**src/rtl/tcb_pkg.sv**
```systemverilog
package tcb_pkg;

    typedef enum logic [1:0] {
        CH_IDLE   = 2'd0,
        CH_ARMED  = 2'd1,
        CH_QUEUED = 2'd2
    } ch_state_e;

    localparam logic [3:0] MODE_OFF    = 4'h0;
    localparam logic [3:0] MODE_TOGGLE = 4'h5;
    localparam logic [3:0] MODE_PULSE  = 4'hF;

    localparam int CSR_MODE_LSB = 2;
    localparam int CSR_IE_BIT   = 6;
    localparam int CSR_FLAG_BIT = 7;

    localparam int STATUS_OFS  = 'h604;
    localparam int CH_BASE_OFS = 'h608;
    localparam int CH_STRIDE   = 8;
    localparam int CMP_REL_OFS = 4;

endpackage

```
**src/rtl/tcb_channel.sv**
```systemverilog
module tcb_channel
    import tcb_pkg::*;
#(
    parameter int CNT_W  = 31,
    parameter int DATA_W = 32
) (
    input  logic              clk,
    input  logic              rst_n,
    input  logic [CNT_W-1:0]  counter,
    input  logic              cnt_new,
    input  logic              pin_en,
    input  logic              csr_we,
    input  logic              cmp_we,
    input  logic [DATA_W-1:0] wdata,
    output logic              hit,
    output logic              flag,
    output logic              ie,
    output logic [3:0]        mode,
    output logic [CNT_W-1:0]  cmp_rd,
    output logic              live,
    output logic              pin
);

    ch_state_e        st_q, st_d;
    logic [CNT_W-1:0] armed_q, armed_d, next_q, next_d;
    logic [3:0]       mode_q, wr_mode;
    logic             ie_q, flag_q, pin_q, kill;
    logic [CNT_W-1:0] wval;
    logic             unused_hi;

    assign wr_mode   = wdata[CSR_MODE_LSB +: 4];
    assign wval      = wdata[CNT_W-1:0];
    assign unused_hi = ^wdata[DATA_W-1:CNT_W];
    assign kill      = csr_we && (wr_mode == MODE_OFF);
    assign hit       = (st_q != CH_IDLE) && (mode_q != MODE_OFF) && cnt_new
                       && (counter == armed_q);

    // Next-state logic: match first, then bus write, kill overrides.
    always_comb begin
        st_d    = st_q;
        armed_d = armed_q;
        next_d  = next_q;
        if (hit) begin
            unique case (st_q)
                CH_QUEUED: begin
                    st_d    = CH_ARMED;   // advance
                    armed_d = next_q;
                end
                CH_ARMED: begin
                    st_d    = CH_IDLE;    // retire
                    armed_d = '0;
                end
                default: ;
            endcase
        end
        if (cmp_we) begin
            unique case (st_d)
                CH_IDLE: begin
                    st_d    = CH_ARMED;   // arm
                    armed_d = wval;
                end
                CH_ARMED: begin
                    if (mode_q == MODE_OFF) begin
                        armed_d = wval;   // rearm
                    end else begin
                        st_d   = CH_QUEUED; // queue
                        next_d = wval;
                    end
                end
                CH_QUEUED: next_d = wval; // replace
                default: ;
            endcase
        end
        if (kill) begin
            st_d    = CH_IDLE;
            armed_d = '0;
            next_d  = '0;
        end
    end

    always_ff @(posedge clk or negedge rst_n) begin
        if (!rst_n) begin
            st_q    <= CH_IDLE;
            armed_q <= '0;
            next_q  <= '0;
        end else begin
            st_q    <= st_d;
            armed_q <= armed_d;
            next_q  <= next_d;
        end
    end

    // Outputs: control fields, flag and pin.
    always_ff @(posedge clk or negedge rst_n) begin
        if (!rst_n) begin
            mode_q <= MODE_OFF;
            ie_q   <= 1'b0;
            flag_q <= 1'b0;
            pin_q  <= 1'b0;
        end else begin
            if (csr_we) begin
                mode_q <= wr_mode;
                ie_q   <= wdata[CSR_IE_BIT];
            end
            if (hit)
                flag_q <= 1'b1;
            else if (csr_we && wdata[CSR_FLAG_BIT])
                flag_q <= 1'b0;
            if (kill) begin
                pin_q <= 1'b0;
            end else begin
                unique case (mode_q)
                    MODE_PULSE:  pin_q <= hit && pin_en;
                    MODE_TOGGLE: if (hit && pin_en) pin_q <= !pin_q;
                    default:     pin_q <= 1'b0;
                endcase
            end
        end
    end

    assign flag   = flag_q;
    assign ie     = ie_q;
    assign mode   = mode_q;
    assign pin    = pin_q;
    assign live   = (st_q != CH_IDLE);
    assign cmp_rd = live ? armed_q : '0;

endmodule

```
**src/rtl/tcb_regif.sv**
```systemverilog
module tcb_regif
    import tcb_pkg::*;
#(
    parameter int NUM_CH = 4,
    parameter int CNT_W  = 31,
    parameter int ADDR_W = 12,
    parameter int DATA_W = 32
) (
    input  logic                          bus_wr,
    input  logic [ADDR_W-1:0]             bus_addr,
    input  logic [NUM_CH-1:0]             flags,
    input  logic [NUM_CH-1:0][7:0]        csr_rd,
    input  logic [NUM_CH-1:0][CNT_W-1:0]  cmp_rd,
    output logic [NUM_CH-1:0]             csr_we,
    output logic [NUM_CH-1:0]             cmp_we,
    output logic [DATA_W-1:0]             bus_rdata
);

    localparam logic [ADDR_W-1:0] STATUS_A = ADDR_W'(STATUS_OFS);

    for (genvar i = 0; i < NUM_CH; i++) begin : g_dec
        localparam logic [ADDR_W-1:0] CSR_A = ADDR_W'(CH_BASE_OFS + CH_STRIDE * i);
        localparam logic [ADDR_W-1:0] CMP_A = ADDR_W'(CH_BASE_OFS + CH_STRIDE * i + CMP_REL_OFS);
        assign csr_we[i] = bus_wr && (bus_addr == CSR_A);
        assign cmp_we[i] = bus_wr && (bus_addr == CMP_A);
    end

    always_comb begin
        bus_rdata = '0;
        if (bus_addr == STATUS_A)
            bus_rdata[NUM_CH-1:0] = flags;
        for (int i = 0; i < NUM_CH; i++) begin
            if (bus_addr == ADDR_W'(CH_BASE_OFS + CH_STRIDE * i))
                bus_rdata[7:0] = csr_rd[i];
            if (bus_addr == ADDR_W'(CH_BASE_OFS + CH_STRIDE * i + CMP_REL_OFS))
                bus_rdata[CNT_W-1:0] = cmp_rd[i];
        end
    end

endmodule

```
**src/rtl/tcb_bank.sv**
```systemverilog
module tcb_bank
    import tcb_pkg::*;
#(
    parameter int NUM_CH = 4,
    parameter int CNT_W  = 31,
    parameter int ADDR_W = 12,
    parameter int DATA_W = 32
) (
    input  logic              clk,
    input  logic              rst_n,
    input  logic [CNT_W-1:0]  counter,
    input  logic              pin_en,
    input  logic              bus_wr,
    input  logic [ADDR_W-1:0] bus_addr,
    input  logic [DATA_W-1:0] bus_wdata,
    output logic [DATA_W-1:0] bus_rdata,
    output logic [NUM_CH-1:0] cmp_pins,
    output logic              irq
);

    logic [CNT_W-1:0]             cnt_prev;
    logic                         prev_vld, cnt_new;
    logic [NUM_CH-1:0]            ch_hit, ch_flag, ch_ie, ch_live, csr_we, cmp_we;
    logic [NUM_CH-1:0][3:0]       ch_mode;
    logic [NUM_CH-1:0][7:0]       csr_rd;
    logic [NUM_CH-1:0][CNT_W-1:0] cmp_rd;

    always_ff @(posedge clk or negedge rst_n) begin
        if (!rst_n) begin
            cnt_prev <= '0;
            prev_vld <= 1'b0;
        end else begin
            cnt_prev <= counter;
            prev_vld <= 1'b1;
        end
    end
    assign cnt_new = !prev_vld || (counter != cnt_prev);

    tcb_regif #(
        .NUM_CH(NUM_CH), .CNT_W(CNT_W), .ADDR_W(ADDR_W), .DATA_W(DATA_W)
    ) u_regif (
        .bus_wr(bus_wr), .bus_addr(bus_addr), .flags(ch_flag),
        .csr_rd(csr_rd), .cmp_rd(cmp_rd), .csr_we(csr_we), .cmp_we(cmp_we),
        .bus_rdata(bus_rdata)
    );

    for (genvar i = 0; i < NUM_CH; i++) begin : g_ch
        tcb_channel #(.CNT_W(CNT_W), .DATA_W(DATA_W)) u_ch (
            .clk(clk), .rst_n(rst_n), .counter(counter), .cnt_new(cnt_new),
            .pin_en(pin_en), .csr_we(csr_we[i]), .cmp_we(cmp_we[i]),
            .wdata(bus_wdata), .hit(ch_hit[i]), .flag(ch_flag[i]),
            .ie(ch_ie[i]), .mode(ch_mode[i]), .cmp_rd(cmp_rd[i]),
            .live(ch_live[i]), .pin(cmp_pins[i])
        );
        assign csr_rd[i] = {ch_flag[i], ch_ie[i], ch_mode[i], 2'b00};
    end

    assign irq = |(ch_flag & ch_ie);

endmodule

```
**config.mk**
```make
export PLATFORM = sky130hd
export DESIGN_NAME = tcb_bank
export DESIGN_NICKNAME = d
export VERILOG_FILES = /design/src/rtl/tcb_pkg.sv /design/src/rtl/tcb_channel.sv /design/src/rtl/tcb_regif.sv /design/src/rtl/tcb_bank.sv
export SDC_FILE = /design/constraint.sdc
export NUM_CORES = 1
export LEC_CHECK = 0
export ABC_AREA = 1
export BUFFER_PORTS_ARGS = -buffer_cell sky130_fd_sc_hd__buf_2
export CORE_MARGIN = 4
export CORE_UTILIZATION = 35
export DETAILED_ROUTE_END_ITERATION = 8
export PLACE_DENSITY_LB_ADDON = 0.3
export SLEW_MARGIN = 0
export SYNTH_ARGS = -nofsm -noshare
export SYNTH_HDL_FRONTEND = slang
export SYNTH_SLANG_ARGS = --single-unit
```
**constraint.sdc**
```tcl
create_clock -name clk -period 3.8 [get_ports clk]
set_clock_uncertainty 0.15 [all_clocks]
set_input_delay 0.38 -clock clk [delete_from_list [all_inputs] [get_ports clk]]
set_output_delay 0.38 -clock clk [all_outputs]
set_load 0.02 [all_outputs]
```
# --- Word level (Yosys, flattened, before mapping) ---
# Index checks and enable logic that the tools add are counted.
op_classes:
  mux: 97
  bitwise_logic: 1
  eq_ne: 46
  n_reduce_logical: 72
ops:
  columns: ["op", "n"]
  rows:
  - ["31-bit 2-to-1 mux", 36]
  - ["31-bit one-hot mux with 2 select lines", 12]
  - ["31-bit equality test", 4]
  - ["12-bit by 11-bit equality test with 1-bit output (second input constant)", 9]
  - ["1-bit logical AND", 32]
  - ["2-bit 2-to-1 mux", 16]
  - ["8-bit 2-to-1 mux", 4]
  - ["2-bit one-hot mux with 2 select lines", 8]
  - ["31-bit inequality test", 1]
  - ["2-bit nonzero test", 12]
  - ["4-bit zero test", 5]
  - ["2-bit by 1-bit equality test with 1-bit output (second input constant)", 8]
  - ["2-bit equality test (second input constant)", 8]
  - ["4-bit by 3-bit equality test with 1-bit output (second input constant)", 4]
  - ["4-bit equality test (second input constant)", 4]
  - ["1-bit 2-to-1 mux", 16]
  - ["4-bit nonzero test", 4]
  - ["3-bit by 1-bit inequality test with 1-bit output (second input constant)", 4]
  - ["3-bit by 2-bit inequality test with 1-bit output (second input constant)", 4]
  - ["3-bit AND reduction", 4]
  - ["3-bit nonzero test", 4]
  - ["2-bit zero test", 4]
  - ["1-bit one-hot mux with 2 select lines", 4]
  - ["1-bit zero test", 5]
  - ["other kinds (4)", 4]
totals:
  reg_bits: 316
  out_inout_bits: 37

# --- Depth between registers and ports, before layout ---
# Gate-level depths: netlist (run 1).
logic_depth:
  depth_word: 10
  ltp_mapped: 24
  depth_no_buf: 21

# --- Hierarchy ---
# From an unflattened synthesis (run 1), not the netlist that was laid out.
unflattened:
  cells_unflattened: 4261
  area_unflattened_um2: 25479.4
by_module_without_submodules:
  columns: ["mod", "area_each_um2", "cells_per_inst", "n_inst"]
  rows:
  - ["tcb_channel", 5581.6, 925, 4]
  - ["tcb_regif", 1632.8, 347, 1]
  - ["tcb_bank", 1520.2, 214, 1]

# --- Worst setup path before layout (run 1) ---
# No wires, ideal clock.
synth_path:
  path_type: "input to register"
  start: "input port counter[0]"
  end: "register g_ch[3].u_ch.armed_q[21]"
  stages: 19
  path_slack_ns: 0.676
  arrival_time_ns: 2.898
  setup_ns: 0.076
  t_required_ns: 3.574
  cell_sequence: "buf_2 -> xnor2_1 -> nand2_1 -> nor2_1 -> nand2_1 -> nor2_1 -> nand2_2 -> clkbuf_1 -> nand2_1 -> nand2_1 -> nand2_1 -> inv_1 -> ha_1 -> nand2_1 -> o21ai_0 -> a21oi_2 -> clkbuf_1 -> nand2_1 -> o21ai_1"
synth_between:
  elab_chain_cells: 9
  word_cells_on_any_way: 13
  classes_between: "3 x eq/ne; 6 x mux; 4 x reduce/logical"
synth_lines:
  columns: ["item", "line", "text"]
  rows:
  - ["start: declaration", "tcb_bank.sv:11", "input logic [CNT_W-1:0] counter,"]
  - ["31-bit inequality test", "tcb_bank.sv:37", "assign cnt_new = !prev_vld || (counter != cnt_prev);"]
  - ["1-bit logical OR", "tcb_bank.sv:37", null]
  - ["1-bit logical AND", "tcb_channel.sv:35", "assign hit = (st_q != CH_IDLE) && (mode_q != MODE_OFF) && cnt_new"]
  - ["1-bit logical AND *", "tcb_channel.sv:36", "&& (counter == armed_q);"]
  - ["2-bit 2-to-1 mux / 31-bit 2-to-1 mux (equally long branches)", "tcb_channel.sv:43", "if (hit) begin"]
  - ["2-bit by 1-bit equality test with 1-bit output, or another cell as far along", "tcb_channel.sv:57", "unique case (st_d)"]
  - ["31-bit one-hot mux with 2 select lines", "tcb_channel.sv:57", null]
  - ["31-bit 2-to-1 mux *", "tcb_channel.sv:56", "if (cmp_we) begin"]
  - ["31-bit 2-to-1 mux *", "tcb_channel.sv:74", "if (kill) begin"]
  - ["net g_ch[3].u_ch.armed_d[21]", "tcb_channel.sv:25", "logic [CNT_W-1:0] armed_q, armed_d, next_q, next_d;"]
  - ["end signal: assignment", "tcb_channel.sv:88", "armed_q <= armed_d;"]
  - ["end: declaration", "tcb_channel.sv:25", null]
# The timed path passes the listed nets; every way through them passes the cells marked *.
# A chain may end at the register's enable or synchronous reset.

# --- Worst setup path in the final report (run 1) ---
layout_path:
  start: "input port counter[27]"
  end: "register g_ch[1].u_ch.armed_q[1]"
layout_between:
  elab_chain_cells: 9
  word_cells_on_any_way: 13
  classes_between: "3 x eq/ne; 6 x mux; 4 x reduce/logical"
layout_lines:
  columns: ["item", "line"]
  rows:
  - ["31-bit inequality test", "tcb_bank.sv:37"]
  - ["1-bit logical OR", "tcb_bank.sv:37"]
  - ["1-bit logical AND", "tcb_channel.sv:35"]
  - ["1-bit logical AND *", "tcb_channel.sv:36"]
  - ["2-bit 2-to-1 mux / 31-bit 2-to-1 mux (equally long branches)", "tcb_channel.sv:43"]
  - ["2-bit by 1-bit equality test with 1-bit output, or another cell as far along", "tcb_channel.sv:57"]
  - ["31-bit one-hot mux with 2 select lines", "tcb_channel.sv:57"]
  - ["31-bit 2-to-1 mux *", "tcb_channel.sv:56"]
  - ["31-bit 2-to-1 mux *", "tcb_channel.sv:74"]
  - ["net g_ch[1].u_ch.armed_d[1]", "tcb_channel.sv:25"]
  - ["end signal: assignment", "tcb_channel.sv:88"]
  - ["end: declaration", "tcb_channel.sv:25"]
# Marks and branches as above.

==> results.cfg, run 1 <==
[status]
outcome = finished, violations left
violations = negative setup slack

[yosys]
ys_types = 50
syn_nets = 2950
synth_edf_count = 0
synth.top_cells.by_area = dfrtp_1 41%, nand2_1 19%, nand3_1 5.9%
ys_ff_latch = 316
synth-main-ff-cell = dfrtp_1
yosysWarnings = 0
synthesis.area_um2 = 19300
synth_top_area_frac = 0.409
synth_cells = 2851
synth_area_leader_cell = dfrtp_1
ys_seq_area_frac = 0.409
syn_area_per_cell_um2 = 6.78
synthArstFlopShare = 1.00

[sta]
drv_slew = 0
setup_viol = 1
hold_viol = 0
rsz0062_at_grt = yes
maxSlewHeadroom = 0.285
fin_ws_ns = -0.00615
max_freq_ghz = 0.263
period_needed_ns = 3.81
fin_setup_tns_ns = -0.00615
tightest_slew_ns = 1.07
finalCritPeriodShare = 1.00

[final_layout]
num_antenna_cells = 0
syn2layout_area_growth_pct = 19.8
fin_util = 0.427
finalNonFillerCells = 3745
nNetsFinal = 3121
design_area_um2 = 23200
drive_gt1_frac = 0.119

[clocking]
clockBufferDepth = 3
root_buffer = clkbuf_16
cts-buffers-inserted = 39
worstSkewPairLatency_ns = 0.59
clk_pin_slew_ns = 0.06
cts_max_level = 2
cts_tree = done
clock-sinks = 316

[global_route]
antenna_found_initial = 1
first_global_vias = 20073
grt_pass1_wl_um = 134000
grt_max_degree = 76
grtUsageTotal = 0.302
grt-ovfl-total = 0

[flow_run]
cap_violations = 0

[critical_path]
worstPathMaxFanout = 15
crit_arrival_ns = 4.15
start_kind = input pin
crit_type = input pin to flip-flop
crit_required_ns = 4.14
worstReg2RegEnd = g_ch[1].u_ch.armed_q[1]
r2r_cells = 21
r2r-start = g_ch[1].u_ch.armed_q[21]
regToRegSetupSlack_ns = 0.25
worstSetupEndpointType = flip-flop

[power_and_ir_drop]
p_leak_nw = 12.1
ir_drop_uv = 273
p_per_area_nw_per_um2 = 340

[floorplanning]
die_h_um = 243
num_rows = 85
ios = 116
start_util = 0.356
core_area_um2 = 54200
die_width_um = 243
die_area_um2 = 59000

[routing]
via_per_inst = 5.60
wl_um = 92700
wire_per_inst_um = 24.8
drt_iter0_drc = 2986
drc = 0
drtAntennaViolNets = 0
drt-pass1-iter-count = 6
vias = 20981

[worst_hold_path]
whs_endpoint = g_ch[3].u_ch.armed_q[7]
hold_start = bus_wdata[7]
min_path_type = input pin to flip-flop
hold_depth = 3

[placement]
dp_cells = 3617
io_buffers = 113
gp_congestion = 1.09
hpwl_um = 68200
place_area_um2 = 21200
## where the power goes
part           internal [mW]  switching [mW]
clock                   2.24            1.60
combinational          0.169           0.463
sequential              3.39          0.0139
## final cells by class
| class | instances | area [um^2] |
|---|---|---|
| inverter | 312 | 1170 |
| timing repair buffer | 271 | 2170 |
| clock buffer | 55 | 1150 |
| clock inverter | 13 | 139 |
| sequential | 316 | 7910 |
| tap | 696 | 871 |
| multi-input combinational | 2082 | 9750 |
| fill | 5764 | 31100 |
## per-layer routing
metal	share of wire	vias to the layer above	global-route usage
li1	-	9554	-
met2	0.43	1175	0.462
met3	0.12	245	0.0866
met1	0.40	10007	0.402
met4	0.047	0	0.129
met5	0	-	0
## synth_stat cells (all sizes together) (4+ instances only)
cell,instances
o31ai,17
o221ai,23
nand2,1000
nand4,74
nand3b,4
xor2,5
nand3,232
buf,60
nor3,8
or2,5
xnor2,18
dfrtp,316
clkbuf,82
o21ai,297
inv,311
a21oi,168
nor2,182
ha,20
nor4,4
## flip-flops by register name, summed over array words and instances (netlist names)
register / count
g_ch.u_ch.st_q: 8
g_ch.u_ch.flag: 4
g_ch.u_ch.pin: 4
g_ch.u_ch.ie: 4
g_ch.u_ch.armed_q: 124
g_ch.u_ch.mode: 16
g_ch.u_ch.next_q: 124
cnt_prev: 31
prev_vld: 1
## logic make-up after synthesis
group                    after synthesis  synth area share
buffers and inverters                454            0.0936
adder cells (fa/ha/maj)               20            0.0130
XOR/XNOR                              23            0.0104
AND/OR/NAND/NOR                     1515             0.329
AO/OA/AOI/OAI                        521             0.145
flip-flops                           316             0.409
other                                  2          0.000389
## how the worst max path moves through the flow
stage | slack (ns) | start | to
2_1_floorplan | 0.68 | counter[0] | g_ch[3].u_ch.armed_q[21]
3_3_place_gp | 0.06 | counter[0] | g_ch[3].u_ch.armed_q[12]
3_5_place_dp | 0.01 | counter[28] | g_ch[0].u_ch.armed_q[10]
4_1_cts | 0.12 | counter[0] | g_ch[3].u_ch.armed_q[24]
5_1_grt | 0.004 | counter[28] | g_ch[1].u_ch.armed_q[21]
6_report | -0.006 | counter[27] | g_ch[1].u_ch.armed_q[1]
## timing repair
action,4_1_cts,5_1_grt
setup endpoints to repair,0,167
endpoints found under the hold margin,198,0
setup buffers,0,4
hold buffers,54,0
resized for setup,0,26
## stage by stage
stage               setup slack (ns)  total power, mW  hold slack (ns)
global route                 0.00351             8.09           0.0202
detailed placement            0.0103             4.03            0.270
floorplan                      0.676             3.68          -0.0656
finish                      -0.00615             7.87           0.0348
global placement              0.0641             4.03            0.267
CTS                            0.125             7.88          0.00578
## placed cells by master, fill, tap and decap left out, types with 3 or more instances in the layout
cell / Yosys / routed
nand2_1: 997 / 991
dfrtp_1: 316 / 316
inv_1: 282 / 281
nand3_1: 227 / 224
o21ai_0: 204 / 204
a21oi_1: 166 / 164
nor2_1: 167 / 162
buf_2: 35 / 110
o21ai_1: 93 / 93
buf_4: 8 / 82
nand4_1: 72 / 72
dlygate4sd3_1: 0 / 54
clkbuf_16: 0 / 41
inv_2: 29 / 29
o221ai_1: 23 / 23
ha_1: 20 / 19
buf_12: 0 / 19
xnor2_1: 18 / 18
o31ai_1: 17 / 17
nor2_2: 8 / 10
nor2_4: 7 / 10
nand2_2: 3 / 9
clkbuf_8: 0 / 9
nand3_2: 5 / 8
nor3_1: 8 / 7
clkinv_2: 0 / 6
clkbuf_1: 81 / 6
xor2_1: 5 / 5
a21oi_2: 2 / 4
clkinvlp_4: 0 / 3
nand3b_1: 3 / 3
and3_1: 3 / 3
a211oi_4: 0 / 3
nor4_1: 3 / 3
buf_6: 4 / 3
## critical path, stage by stage
cell,delay (ns)
dlygate4sd3_1,0.52
buf_2,0.27
inv_2,0.18
nand2_1,0.12
nand2_1,0.11
nor2_1,0.38
nand2_1,0.10
nor2_1,0.09
nand3_1,0.13
nor2_4,0.16
nand2_1,0.09
nand2_1,0.08
nand2_1,0.08
inv_1,0.06
ha_1,0.16
nand3_1,0.18
buf_4,0.20
a211oi_4,0.20
buf_4,0.20
clkbuf_16,0.23
nand3_1,0.08
o21ai_1,0.11
(Power assumes the default switching activity.)
==> inputs of run 2 (changes only) <==
- CORE_UTILIZATION: 35 -> 40
==> run 2 against run 1 <==
The run now ends clean. Sequential share of layout area about the same. Cell count decreased by 2.3%. Core utilization increased by 5.8 points. Final area about the same. Global-route usage increased by 6.3 points.
==> results.cfg, run 2 (synthesized netlist as in run 1, its figures left out) <==
[critical_path]
worstSetupEndpointType = primary output
start_kind = flip-flop
crit_type = flip-flop to primary output
cp-endpoint = bus_rdata[8]
worstPathMaxFanout = 22
worstReg2RegEnd = g_ch[1].u_ch.next_q[28]
crit_arrival_ns = 3.18
crit_start = g_ch[0].u_ch.st_q[1]
r2r-start = g_ch[1].u_ch.armed_q[21]
regToRegSetupSlack_ns = 0.21
crit_required_ns = 3.27
r2r_cells = 20

[global_route]
grt.busiest_layer = met2
antenna_found_initial = 2
grt_pass1_wl_um = 141000
grt-ovfl-total = 0
grt_max_degree = 95
grtUsageMet3 = 0.0909
met2_usage = 0.554
first_global_vias = 20667
use_met1 = 0.511
grtUsageTotal = 0.365

[placement]
io_buffers = 113
hpwl_um = 72900
gp_congestion = 1.02
dp_cells = 3535
pre_cts_ws_ns = 0.153

[power_and_ir_drop]
p_leak_nw = 12.2
p_per_area_nw_per_um2 = 349
p_total_mw = 8.07
ir_drop_uv = 311

[floorplanning]
ios = 116
start_util = 0.405
core_area_um2 = 47700
die_area_um2 = 51900
die_h_um = 228
num_rows = 80
die_width_um = 228

[clocking]
cts_max_level = 2
cts_tree = done
clockBufferDepth = 3
cts-buffers-inserted = 41
clk_pin_slew_ns = 0.06
worstSkewPairLatency_ns = 0.58
root_buffer = clkbuf_16
clock-sinks = 316

[sta]
max_freq_ghz = 0.270
tightest_slew_ns = 1.16
fin_setup_tns_ns = 0
hold_viol = 0
setup_viol = 0
period_needed_ns = 3.71
rsz0062_at_grt = yes
finalCritPeriodShare = 0.976
drv_slew = 0
maxSlewHeadroom = 0.229
fin_ws_ns = 0.0914

[final_layout]
multiInputGateArea_um2 = 9700
reg.largest.list = g_ch.u_ch.armed_q x124, g_ch.u_ch.next_q x124, cnt_prev x31
syn2layout_area_growth_pct = 19.7
layout_commonest_cell = nand2_1
nNetsFinal = 3115
drive_gt1_frac = 0.117
register_area_um2 = 7910
layout_common_cells = 996 x nand2_1, 316 x dfrtp_1, 281 x inv_1, 226 x nand3_1, 202 x o21ai_0
finalNonFillerCells = 3660
n_fill_cell = 4920

[routing]
drt-pass1-iter-count = 8
drt_iter0_drc = 2993
drc = 0
via_per_inst = 5.87
wl_um = 98400
drtAntennaViolNets = 0
vias = 21481
wire_per_inst_um = 26.9

[flow_run]
cap_violations = 0

[status]
outcome = complete, no violations

[worst_hold_path]
min_path_type = input pin to flip-flop
[run 2: cell count changes in the layout (fill, tap and decap cells not counted), moves of 3 or more]
cell	delta
nand2_2	-5
clkbuf_4	+7
nor2_4	-3
dlygate4sd3_1	-5
buf_4	-9
clkbuf_16	+3
nand2_1	+5
buf_12	+8
buf_2	-6
[run 2: report_power, final]
part / leakage (nW) / switching [mW] / total [mW] / internal (mW)
Sequential: 3.58 / 0.0136 / 3.40 / 3.39
Combinational: 7.90 / 0.478 / 0.644 / 0.167
Clock: 0.667 / 1.60 / 4.02 / 2.42
[run 2: worst max-delay path: stages (launching register included)]
cell        delay [ns]
dfrtp_1           0.37
inv_1             0.09
ha_1              0.33
nor2_2            0.25
clkinvlp_4        0.50
o21ai_0           0.34
nand3_1           0.19
o221ai_1          0.27
buf_2             0.25
[run 2: layout make-up]
class                           instances  share of cell area
Clock inverter                         13             0.00671
Sequential cell                       316               0.342
Multi-Input combinational cell       2081               0.419
Tap cell                              615              0.0333
Timing Repair Buffer                  264              0.0956
Clock buffer                           58              0.0524
Inverter                              312              0.0509
Antenna cell                            1            0.000108
[run 2: metal layers]
layer  part of all wire  up-vias  routed length, um
li1                   -     9545                  -
met1               0.41    10372              40400
met4              0.041        2               4020
met3               0.12      224              11700
met5           0.000071        -                  7
met2               0.43     1338              42300
[run 2: repair_timing]
item,in CTS,in global routing
buffers inserted,0,2
setup endpoints to repair,0,151
resized for setup,0,18
hold buffers,49,0
hold endpoints to repair,195,0
[run 2: stage by stage]
stage | hold WS [ns] | instance area [um^2] | utilization
floorplan | -0.0656 | 19300 | -
global placement | 0.317 | 21200 | 0.443
detailed placement | 0.320 | 21200 | 0.443
CTS | 0.00300 | 23000 | 0.482
global route | 0.0219 | 23100 | 0.484
finish | 0.0224 | 23100 | 0.485
[run 2: worst min path at each step]
stage,depth (start not counted),slack (ns),endpoint,start
final,3,0.02,g_ch[1].u_ch.armed_q[29],bus_wdata[29]
after global routing,3,0.02,g_ch[0].u_ch.armed_q[3],bus_wdata[3]
after CTS,3,0.003,g_ch[1].u_ch.armed_q[7],bus_wdata[7]
after detailed placement,2,0.32,g_ch[3].u_ch.next_q[17],g_ch[3].u_ch.next_q[17]
after global placement,1,0.32,g_ch[0].u_ch.next_q[23],rst_n
after floorplan,0,-0.07,cnt_prev[0],rst_n
